**src/rtl/vpa_ctl_pkg.sv**
```systemverilog
package vpa_ctl_pkg;
  localparam int BYTE_W = 8;
  localparam logic [6:0] DEV_ADDR7 = 7'b1101110;
  localparam logic [7:0] DEV_WR_BYTE = {DEV_ADDR7, 1'b0};

  typedef enum logic [2:0] {
    ST_IDLE,
    ST_ADDR,
    ST_ACK_ADDR,
    ST_INDEX,
    ST_ACK_INDEX,
    ST_DATA,
    ST_ACK_DATA,
    ST_IGNORE
  } xfer_state_t;
endpackage

```
**src/rtl/vpa_line_filter.sv**
```systemverilog
module vpa_line_filter #(
  parameter int FILT_LEN = 4
) (
  input  logic clk,
  input  logic rst,
  input  logic line_i,
  output logic line_o
);
  localparam int CW = (FILT_LEN > 1) ? $clog2(FILT_LEN) : 1;
  localparam logic [CW-1:0] LIM = CW'(FILT_LEN - 1);

  logic [1:0]    sync_q;
  logic [CW-1:0] cnt_q;
  logic          filt_q;

  always_ff @(posedge clk) begin
    if (rst) begin
      sync_q <= 2'b11;
      cnt_q  <= '0;
      filt_q <= 1'b1;
    end else begin
      sync_q <= {sync_q[0], line_i};
      if (sync_q[1] != filt_q) begin
        if (cnt_q == LIM) begin
          filt_q <= sync_q[1];
          cnt_q  <= '0;
        end else begin
          cnt_q <= cnt_q + 1'b1;
        end
      end else begin
        cnt_q <= '0;
      end
    end
  end

  assign line_o = filt_q;

  // the filtered level holds until the disagreement counter expires
  p_filter_hold_r9: assert property (@(posedge clk) disable iff (rst)
    (cnt_q != LIM) |=> $stable(filt_q));
endmodule

```
**src/rtl/vpa_xfer_fsm.sv**
```systemverilog
module vpa_xfer_fsm
  import vpa_ctl_pkg::*;
(
  input  logic       clk,
  input  logic       rst,
  input  logic       scl_f,
  input  logic       sda_f,
  output logic       sda_pull_o,
  output logic       wr_en_o,
  output logic [7:0] wr_addr_o,
  output logic [7:0] wr_data_o
);
  xfer_state_t state_q;
  logic       scl_q, sda_q;
  logic [7:0] sh_q;
  logic [3:0] bitcnt_q;
  logic [7:0] ptr_q;
  logic       start_det, stop_det, scl_rise, scl_fall, byte_done, in_byte;

  assign start_det = scl_f & scl_q & sda_q & ~sda_f;
  assign stop_det  = scl_f & scl_q & ~sda_q & sda_f;
  assign scl_rise  = scl_f & ~scl_q;
  assign scl_fall  = ~scl_f & scl_q;
  assign byte_done = scl_fall & (bitcnt_q == 4'd8);
  assign in_byte   = (state_q == ST_ADDR) | (state_q == ST_INDEX) | (state_q == ST_DATA);

  always_ff @(posedge clk) begin
    if (rst) begin
      scl_q <= 1'b1;
      sda_q <= 1'b1;
    end else begin
      scl_q <= scl_f;
      sda_q <= sda_f;
    end
  end

  always_ff @(posedge clk) begin
    if (rst) begin
      state_q    <= ST_IDLE;
      sh_q       <= '0;
      bitcnt_q   <= '0;
      ptr_q      <= '0;
      sda_pull_o <= 1'b0;
      wr_en_o    <= 1'b0;
      wr_addr_o  <= '0;
      wr_data_o  <= '0;
    end else begin
      wr_en_o <= 1'b0;
      if (start_det) begin
        state_q    <= ST_ADDR;
        bitcnt_q   <= '0;
        sda_pull_o <= 1'b0;
      end else if (stop_det) begin
        state_q    <= ST_IDLE;
        sda_pull_o <= 1'b0;
      end else begin
        if (in_byte && scl_rise && bitcnt_q < 4'd8) begin
          sh_q     <= {sh_q[6:0], sda_f};
          bitcnt_q <= bitcnt_q + 1'b1;
        end
        case (state_q)
          ST_ADDR: if (byte_done) begin
            if (sh_q == DEV_WR_BYTE) begin
              sda_pull_o <= 1'b1;
              state_q    <= ST_ACK_ADDR;
            end else begin
              state_q <= ST_IGNORE;
            end
          end
          ST_INDEX: if (byte_done) begin
            ptr_q      <= sh_q;
            sda_pull_o <= 1'b1;
            state_q    <= ST_ACK_INDEX;
          end
          ST_DATA: if (byte_done) begin
            wr_en_o    <= 1'b1;
            wr_addr_o  <= ptr_q;
            wr_data_o  <= sh_q;
            ptr_q      <= ptr_q + 1'b1;
            sda_pull_o <= 1'b1;
            state_q    <= ST_ACK_DATA;
          end
          ST_ACK_ADDR, ST_ACK_INDEX, ST_ACK_DATA: if (scl_fall) begin
            sda_pull_o <= 1'b0;
            bitcnt_q   <= '0;
            state_q    <= (state_q == ST_ACK_ADDR) ? ST_INDEX : ST_DATA;
          end
          default: ;
        endcase
      end
    end
  end

  // the line is only ever pulled inside an acknowledge slot
  p_pull_in_ack_r4: assert property (@(posedge clk) disable iff (rst)
    sda_pull_o |-> (state_q inside {ST_ACK_ADDR, ST_ACK_INDEX, ST_ACK_DATA}));
  // an ignored transfer (read or foreign address) never drives SDA
  p_read_quiet_r3: assert property (@(posedge clk) disable iff (rst)
    (state_q == ST_IGNORE) |-> !sda_pull_o);
  // any start, even mid-transfer, goes back to the address phase
  p_restart_addr_r7: assert property (@(posedge clk) disable iff (rst)
    start_det |=> (state_q == ST_ADDR) && !sda_pull_o);
  // register writes originate only from a completed data byte
  p_write_from_data_r5: assert property (@(posedge clk) disable iff (rst)
    wr_en_o |-> ($past(state_q) == ST_DATA));
endmodule

```
**src/rtl/vpa_reg_bank.sv**
```systemverilog
module vpa_reg_bank #(
  parameter int          NUM_REGS   = 9,
  parameter int          MODE_IDX   = 8,
  parameter logic [7:0]  MODE_RESET = 8'h80
) (
  input  logic                  clk,
  input  logic                  rst,
  input  logic                  wr_en,
  input  logic [7:0]            wr_addr,
  input  logic [7:0]            wr_data,
  output logic [NUM_REGS*8-1:0] regs_o
);
  for (genvar i = 0; i < NUM_REGS; i++) begin : g_reg
    localparam logic [7:0] RST_VAL = (i == MODE_IDX) ? MODE_RESET : 8'h00;
    always_ff @(posedge clk) begin
      if (rst) begin
        regs_o[i*8 +: 8] <= RST_VAL;
      end else if (wr_en && wr_addr == 8'(i)) begin
        regs_o[i*8 +: 8] <= wr_data;
      end
    end
  end

  // mode byte leaves reset with positive blanking selected
  p_mode_reset_r8: assert property (@(posedge clk)
    rst |=> (regs_o[MODE_IDX*8 +: 8] == MODE_RESET));
  // writes past the end of the map leave every register unchanged
  p_oob_ignored_r10: assert property (@(posedge clk) disable iff (rst)
    (wr_en && wr_addr >= 8'(NUM_REGS)) |=> $stable(regs_o));
endmodule

```
**src/rtl/vpa_ctl_slave.sv**
```systemverilog
module vpa_ctl_slave #(
  parameter int         NUM_REGS   = 9,
  parameter int         FILT_LEN   = 4,
  parameter int         MODE_IDX   = 8,
  parameter logic [7:0] MODE_RESET = 8'h80
) (
  input  logic                  clk,
  input  logic                  rst,
  input  logic                  scl_i,
  input  logic                  sda_i,
  output logic                  sda_pull_o,
  output logic [NUM_REGS*8-1:0] regs_o
);
  logic       scl_f, sda_f;
  logic       wr_en;
  logic [7:0] wr_addr, wr_data;

  vpa_line_filter #(.FILT_LEN(FILT_LEN)) u_scl_filt (
    .clk(clk), .rst(rst), .line_i(scl_i), .line_o(scl_f));
  vpa_line_filter #(.FILT_LEN(FILT_LEN)) u_sda_filt (
    .clk(clk), .rst(rst), .line_i(sda_i), .line_o(sda_f));

  vpa_xfer_fsm u_fsm (
    .clk(clk), .rst(rst), .scl_f(scl_f), .sda_f(sda_f),
    .sda_pull_o(sda_pull_o), .wr_en_o(wr_en),
    .wr_addr_o(wr_addr), .wr_data_o(wr_data));

  vpa_reg_bank #(.NUM_REGS(NUM_REGS), .MODE_IDX(MODE_IDX), .MODE_RESET(MODE_RESET)) u_bank (
    .clk(clk), .rst(rst), .wr_en(wr_en), .wr_addr(wr_addr),
    .wr_data(wr_data), .regs_o(regs_o));
endmodule

```
**config.mk**
```make
export PLATFORM = sky130hd
export DESIGN_NAME = vpa_ctl_slave
export DESIGN_NICKNAME = d
export VERILOG_FILES = /design/src/rtl/vpa_ctl_pkg.sv /design/src/rtl/vpa_line_filter.sv /design/src/rtl/vpa_xfer_fsm.sv /design/src/rtl/vpa_reg_bank.sv /design/src/rtl/vpa_ctl_slave.sv
export SDC_FILE = /design/constraint.sdc
export NUM_CORES = 1
export LEC_CHECK = 0
export ABC_CLOCK_PERIOD_IN_PS = 2900
export BUFFER_PORTS_ARGS = -buffer_cell sky130_fd_sc_hd__buf_4
export CAP_MARGIN = 5
export CORE_ASPECT_RATIO = 1.2
export CORE_UTILIZATION = 60
export DETAILED_ROUTE_END_ITERATION = 8
export PLACE_DENSITY = 0.83
export SLEW_MARGIN = 20
export SYNTH_ARGS = -nofsm -noshare
export SYNTH_HDL_FRONTEND = slang
export SYNTH_SLANG_ARGS = --single-unit
```
**constraint.sdc**
```tcl
create_clock -name clk -period 2.9 [get_ports clk]
set_input_delay 0.145 -clock clk [delete_from_list [all_inputs] [get_ports clk]]
set_output_delay 0.145 -clock clk [all_outputs]
set_load 0.1 [all_outputs]
```
==> qor.json <==
{
  "cts_buffers": {"value": 17},
  "synth_cell_type_count": {"value": 50},
  "commonest_cells_after_routing_fill_and_taps_aside": {"value": "sky130_fd_sc_hd__dfxtp_1, sky130_fd_sc_hd__nor2_1, sky130_fd_sc_hd__buf_4"},
  "run_status": {"value": "finished clean"},
  "drive_above_1_share": {"value": 22.7, "unit": "%"},
  "setup_viol": {"value": 0},
  "ir_worst_vdd": {"value": 0.386, "unit": "mV"},
  "syn_area_per_cell": {"value": 9.64, "unit": "sq um"},
  "synthesis.yosys.warnings": {"value": 0},
  "worst_margin_pin_slew": {"value": 0.782, "unit": "ns"},
  "num-nets-final": {"value": 591},
  "r2r-end": {"value": "u_bank.regs_o[38]"},
  "global_route_wire_length_before_repair": {"value": 17.9, "unit": "mm"},
  "drt_wl_total": {"value": 11.5, "unit": "mm"},
  "grt_pass1_vias": {"value": 3655},
  "p_seq_share": {"value": 42.8, "unit": "%"},
  "yosys_most_used_dff": {"value": "sky130_fd_sc_hd__dfxtp_1"},
  "final_max_slew_viol_count": {"value": 0},
  "synth-compound-area-share": {"value": 6.81, "unit": "%"},
  "floorplan.rows": {"value": 36},
  "routedWlPerCell": {"value": 16.7, "unit": "um"},
  "ys_async_sr_fraction": {"value": 0, "unit": "%"},
  "dr_total_vias": {"value": 3964},
  "setup_total_negative_slack": {"value": 0, "unit": "ns"},
  "multiInputGateArea": {"value": 2300, "unit": "sq um"},
  "synthToLayoutAreaGrowth": {"value": 24.3, "unit": "%"},
  "fillcell_total": {"value": 519},
  "synth-edff-count": {"value": 0},
  "final-hold-violation-count": {"value": 0},
  "commonest_non_fill_non_tap_cell_in_the_layout": {"value": "sky130_fd_sc_hd__dfxtp_1"},
  "initial_core_util": {"value": 61.8, "unit": "%"},
  "floorplan.die_area": {"value": 8730, "unit": "sq um"},
  "cts_num_sinks": {"value": 125},
  "timing.reg2reg.setup_slack": {"value": 0.58, "unit": "ns"},
  "vias_per_cell": {"value": 5.74},
  "critPathMaxFanout": {"value": 9},
  "finalNonFillerCells": {"value": 690},
  "area.sequential": {"value": 2500, "unit": "sq um"},
  "worstHoldPathCells": {"value": 2},
  "die_height": {"value": 102, "unit": "um"},
  "power_frac_clock": {"value": 56.2, "unit": "%"},
  "worst-r2r-cell-count": {"value": 4},
  "final.period_utilization": {"value": 79.9, "unit": "%"},
  "netlist_area": {"value": 5010, "unit": "sq um"},
  "antenna-diode-count": {"value": 0},
  "drc": {"value": 0},
  "post_synth_fa_ha_maj_area_fraction": {"value": 1.25, "unit": "%"},
  "global_route.usage.total": {"value": 26.5, "unit": "%"},
  "cellPowerDensity": {"value": 646, "unit": "nW/um^2"},
  "finalCriticalPeriod": {"value": 2.32, "unit": "ns"},
  "timing.hold.worst_endpoint": {"value": "u_bank.regs_o[64]"},
  "port-buffer-count": {"value": 76},
  "path_class": {"value": "register to register"},
  "clockRootBuffer": {"value": "sky130_fd_sc_hd__clkbuf_8"},
  "hold_start": {"value": "rst"},
  "final_wtd_congestion": {"value": 0.841},
  "detail_route.first_pass.iterations": {"value": 7},
  "die_width": {"value": 85.4, "unit": "um"},
  "globalRoute.totalOverflow": {"value": 0},
  "total_leakage_power": {"value": 2.66, "unit": "nW"},
  "dp_cells": {"value": 656},
  "drtIter0Drc": {"value": 274},
  "main_combinational_cell_family_by_area_after_synthesis": {"value": "simple AND/OR/NAND/NOR gates"},
  "post_synthesis_mux_area_share": {"value": 16.2, "unit": "%"},
  "worst_ep_required_time": {"value": 3.29, "unit": "ns"},
  "syn-instance-count": {"value": 520},
  "combPwrFrac": {"value": 1.0, "unit": "%"},
  "cts_repair_resize_count": {"value": 0},
  "swShare": {"value": 19.4, "unit": "%"},
  "grt_antenna_before_repair": {"value": 0},
  "cts-root-to-sink-buffers": {"value": 2},
  "synth_simple_gate_area_share": {"value": 20.4, "unit": "%"},
  "critical_path.endpoint_type": {"value": "register"},
  "critPathLaunchType": {"value": "register"},
  "final.hold.worst_slack": {"value": 0.108, "unit": "ns"},
  "arrival_time_of_the_worst_setup_path": {"value": 2.71, "unit": "ns"},
  "synth_seq_cells": {"value": 125},
  "critical_path.reg2reg.startpoint": {"value": "u_fsm.wr_addr_o[5]"},
  "synthXorXnorAreaFrac": {"value": 1.05, "unit": "%"},
  "max_clock_freq": {"value": 432, "unit": "MHz"},
  "hpwlAfterDp": {"value": 7.27, "unit": "mm"},
  "buffers_inserted_by_post_cts_timing_repair": {"value": 0},
  "htree_levels": {"value": 4},
  "rsz0062_at_grt": {"value": "no"},
  "syn_nets": {"value": 529},
  "power.internal": {"value": 3.24, "unit": "mW"},
  "synth.yosys.seq_area_share": {"value": 49.9, "unit": "%"},
  "tritoncts_clock_tree": {"value": "built"},
  "largest_net_degree_at_the_start_of_global_routing": {"value": 61},
  "p_sw": {"value": 0.782, "unit": "mW"},
  "clock_pin_transition_on_the_worst_setup_and_hold_timing_paths": {"value": 0.06, "unit": "ns"},
  "holdCritPathClass": {"value": "input pin to register"},
  "ant_nets": {"value": 0},
  "core_area": {"value": 8110, "unit": "sq um"},
  "worst_case_clock_skew": {"value": 0.00631, "unit": "ns"},
  "design_power_total": {"value": 4.03, "unit": "mW"},
  "i_o_pins": {"value": 77},
  "worst_slew_margin_rel": {"value": 47.4, "unit": "%"},
  "max_cap_viol_count": {"value": 0},
  "worst_skew_pair.late_latency": {"value": 0.51, "unit": "ns"}
}
==> flip-flops by register name, indices dropped and copies added, names as in the netlist <==
signal	count
u_bank.regs_o	72
u_fsm.ptr_q	8
u_fsm.sh_q	8
u_fsm.wr_addr_o	8
u_fsm.wr_data_o	8
u_fsm.bitcnt_q	4
u_fsm.state_q	3
u_scl_filt.cnt_q	2
u_scl_filt.sync_q	2
u_sda_filt.cnt_q	2
u_sda_filt.sync_q	2
u_fsm.scl_q	1
u_fsm.sda_pull_o	1
u_fsm.sda_q	1
u_fsm.wr_en_o	1
u_scl_filt.line_o	1
u_sda_filt.line_o	1
==> worst max-delay path by stage <==
stage / from / endpoint / depth (start not counted) / slack [ns]
floorplan: u_fsm.wr_addr_o[5] / u_bank.regs_o[16] / 6 / 0.96
global placement: u_fsm.wr_addr_o[5] / u_bank.regs_o[34] / 4 / 0.69
finish: u_fsm.wr_addr_o[5] / u_bank.regs_o[38] / 4 / 0.58
detailed placement: u_fsm.wr_addr_o[5] / u_bank.regs_o[27] / 4 / 0.62
global route: u_fsm.wr_addr_o[6] / u_bank.regs_o[24] / 4 / 0.48
CTS: u_fsm.wr_addr_o[5] / u_bank.regs_o[38] / 4 / 0.59
==> area by class of cell <==
class,instances,area share [%]
Tap cell,95,1.91
Timing Repair Buffer,84,10.2
Multi-Input combinational cell,345,36.9
Inverter,9,0.542
Sequential cell,125,40.2
Clock buffer,19,6.93
Clock inverter,13,3.39
==> routing by layer <==
metal | routed length [um] | track usage [%] | share of wire [%] | vias up
li1 | - | - | - | 1895
met1 | 4600 | 30.7 | 40 | 1923
met2 | 6100 | 47.2 | 53 | 126
met3 | 576 | 6.95 | 5.0 | 20
met4 | 226 | 9.62 | 2.0 | 0
met5 | 0 | 0 | 0 | -
==> power groups by stage <==
| stage | registers [mW] | logic [mW] | clock network (mW) |
|---|---|---|---|
| floorplan | 1.76 | 0.0285 | 0 |
| global placement | 1.76 | 0.0370 | 0 |
| detailed placement | 1.76 | 0.0378 | 0 |
| CTS | 1.72 | 0.0404 | 2.28 |
| global route | 1.72 | 0.0441 | 2.35 |
| finish | 1.72 | 0.0402 | 2.26 |
==> critical path: stages (launching register included) <==
cell	delay (ns)
sky130_fd_sc_hd__dfxtp_1	0.30
sky130_fd_sc_hd__or4b_1	0.78
sky130_fd_sc_hd__nor4_4	0.74
sky130_fd_sc_hd__mux2i_1	0.30
sky130_fd_sc_hd__nor2_1	0.07
==> cells in the mapped netlist, types with 2 or more instances <==
master / instances / area (sq um)
sky130_fd_sc_hd__dfxtp_1: 125 / 2500
sky130_fd_sc_hd__nor2_1: 95 / 357
sky130_fd_sc_hd__mux2i_1: 81 / 811
sky130_fd_sc_hd__nand2_1: 38 / 143
sky130_fd_sc_hd__clkbuf_1: 34 / 128
sky130_fd_sc_hd__a21oi_1: 28 / 140
sky130_fd_sc_hd__o21ai_0: 12 / 60.1
sky130_fd_sc_hd__inv_1: 9 / 33.8
sky130_fd_sc_hd__nand3_1: 6 / 30.0
sky130_fd_sc_hd__or2_2: 6 / 37.5
sky130_fd_sc_hd__or3_1: 6 / 37.5
sky130_fd_sc_hd__ha_1: 5 / 62.6
sky130_fd_sc_hd__xnor2_1: 5 / 43.8
sky130_fd_sc_hd__a211o_1: 4 / 35.0
sky130_fd_sc_hd__and2_1: 4 / 25.0
sky130_fd_sc_hd__buf_6: 4 / 45.0
sky130_fd_sc_hd__nor4_4: 4 / 85.1
sky130_fd_sc_hd__buf_2: 3 / 15.0
sky130_fd_sc_hd__nor2b_1: 3 / 18.8
sky130_fd_sc_hd__nor3_1: 3 / 15.0
sky130_fd_sc_hd__nor3b_1: 3 / 22.5
sky130_fd_sc_hd__nor4_1: 3 / 18.8
sky130_fd_sc_hd__or3b_2: 3 / 26.3
sky130_fd_sc_hd__or4b_4: 3 / 41.3
sky130_fd_sc_hd__and3_1: 2 / 12.5
sky130_fd_sc_hd__nand2b_1: 2 / 12.5
sky130_fd_sc_hd__nand3b_1: 2 / 15.0
sky130_fd_sc_hd__nand4_1: 2 / 12.5
sky130_fd_sc_hd__nand4b_1: 2 / 17.5
sky130_fd_sc_hd__nand4bb_1: 2 / 22.5
sky130_fd_sc_hd__o2bb2ai_1: 2 / 17.5
==> through the flow <==
| stage | cell area, sq um | utilization [%] | setup WS, ns |
|---|---|---|---|
| global placement | 5570 | 68.7 | 0.691 |
| floorplan | 5010 | - | 0.959 |
| detailed placement | 5570 | 68.7 | 0.621 |
| global route | 6230 | 76.8 | 0.476 |
| CTS | 6230 | 76.8 | 0.592 |
| finish | 6230 | 76.8 | 0.584 |
==> cell families (layout without fill, tap and decap cells) <==
| logic type | Yosys count | count (layout) |
|---|---|---|
| compound gates | 57 | 57 |
| xor+xnor | 6 | 6 |
| fa+ha+maj | 5 | 5 |
| buf+inv | 50 | 125 |
| flops | 125 | 125 |
| mux | 81 | 81 |
| simple gates | 196 | 196 |
==> repair_timing <==
item | 4_1_cts | 5_1_grt
endpoints found under the setup margin | 0 | 0
hold buffers | 2 | 0
endpoints found under the hold margin | 2 | 0
No activity file was read; power rests on OpenSTA's default activity.
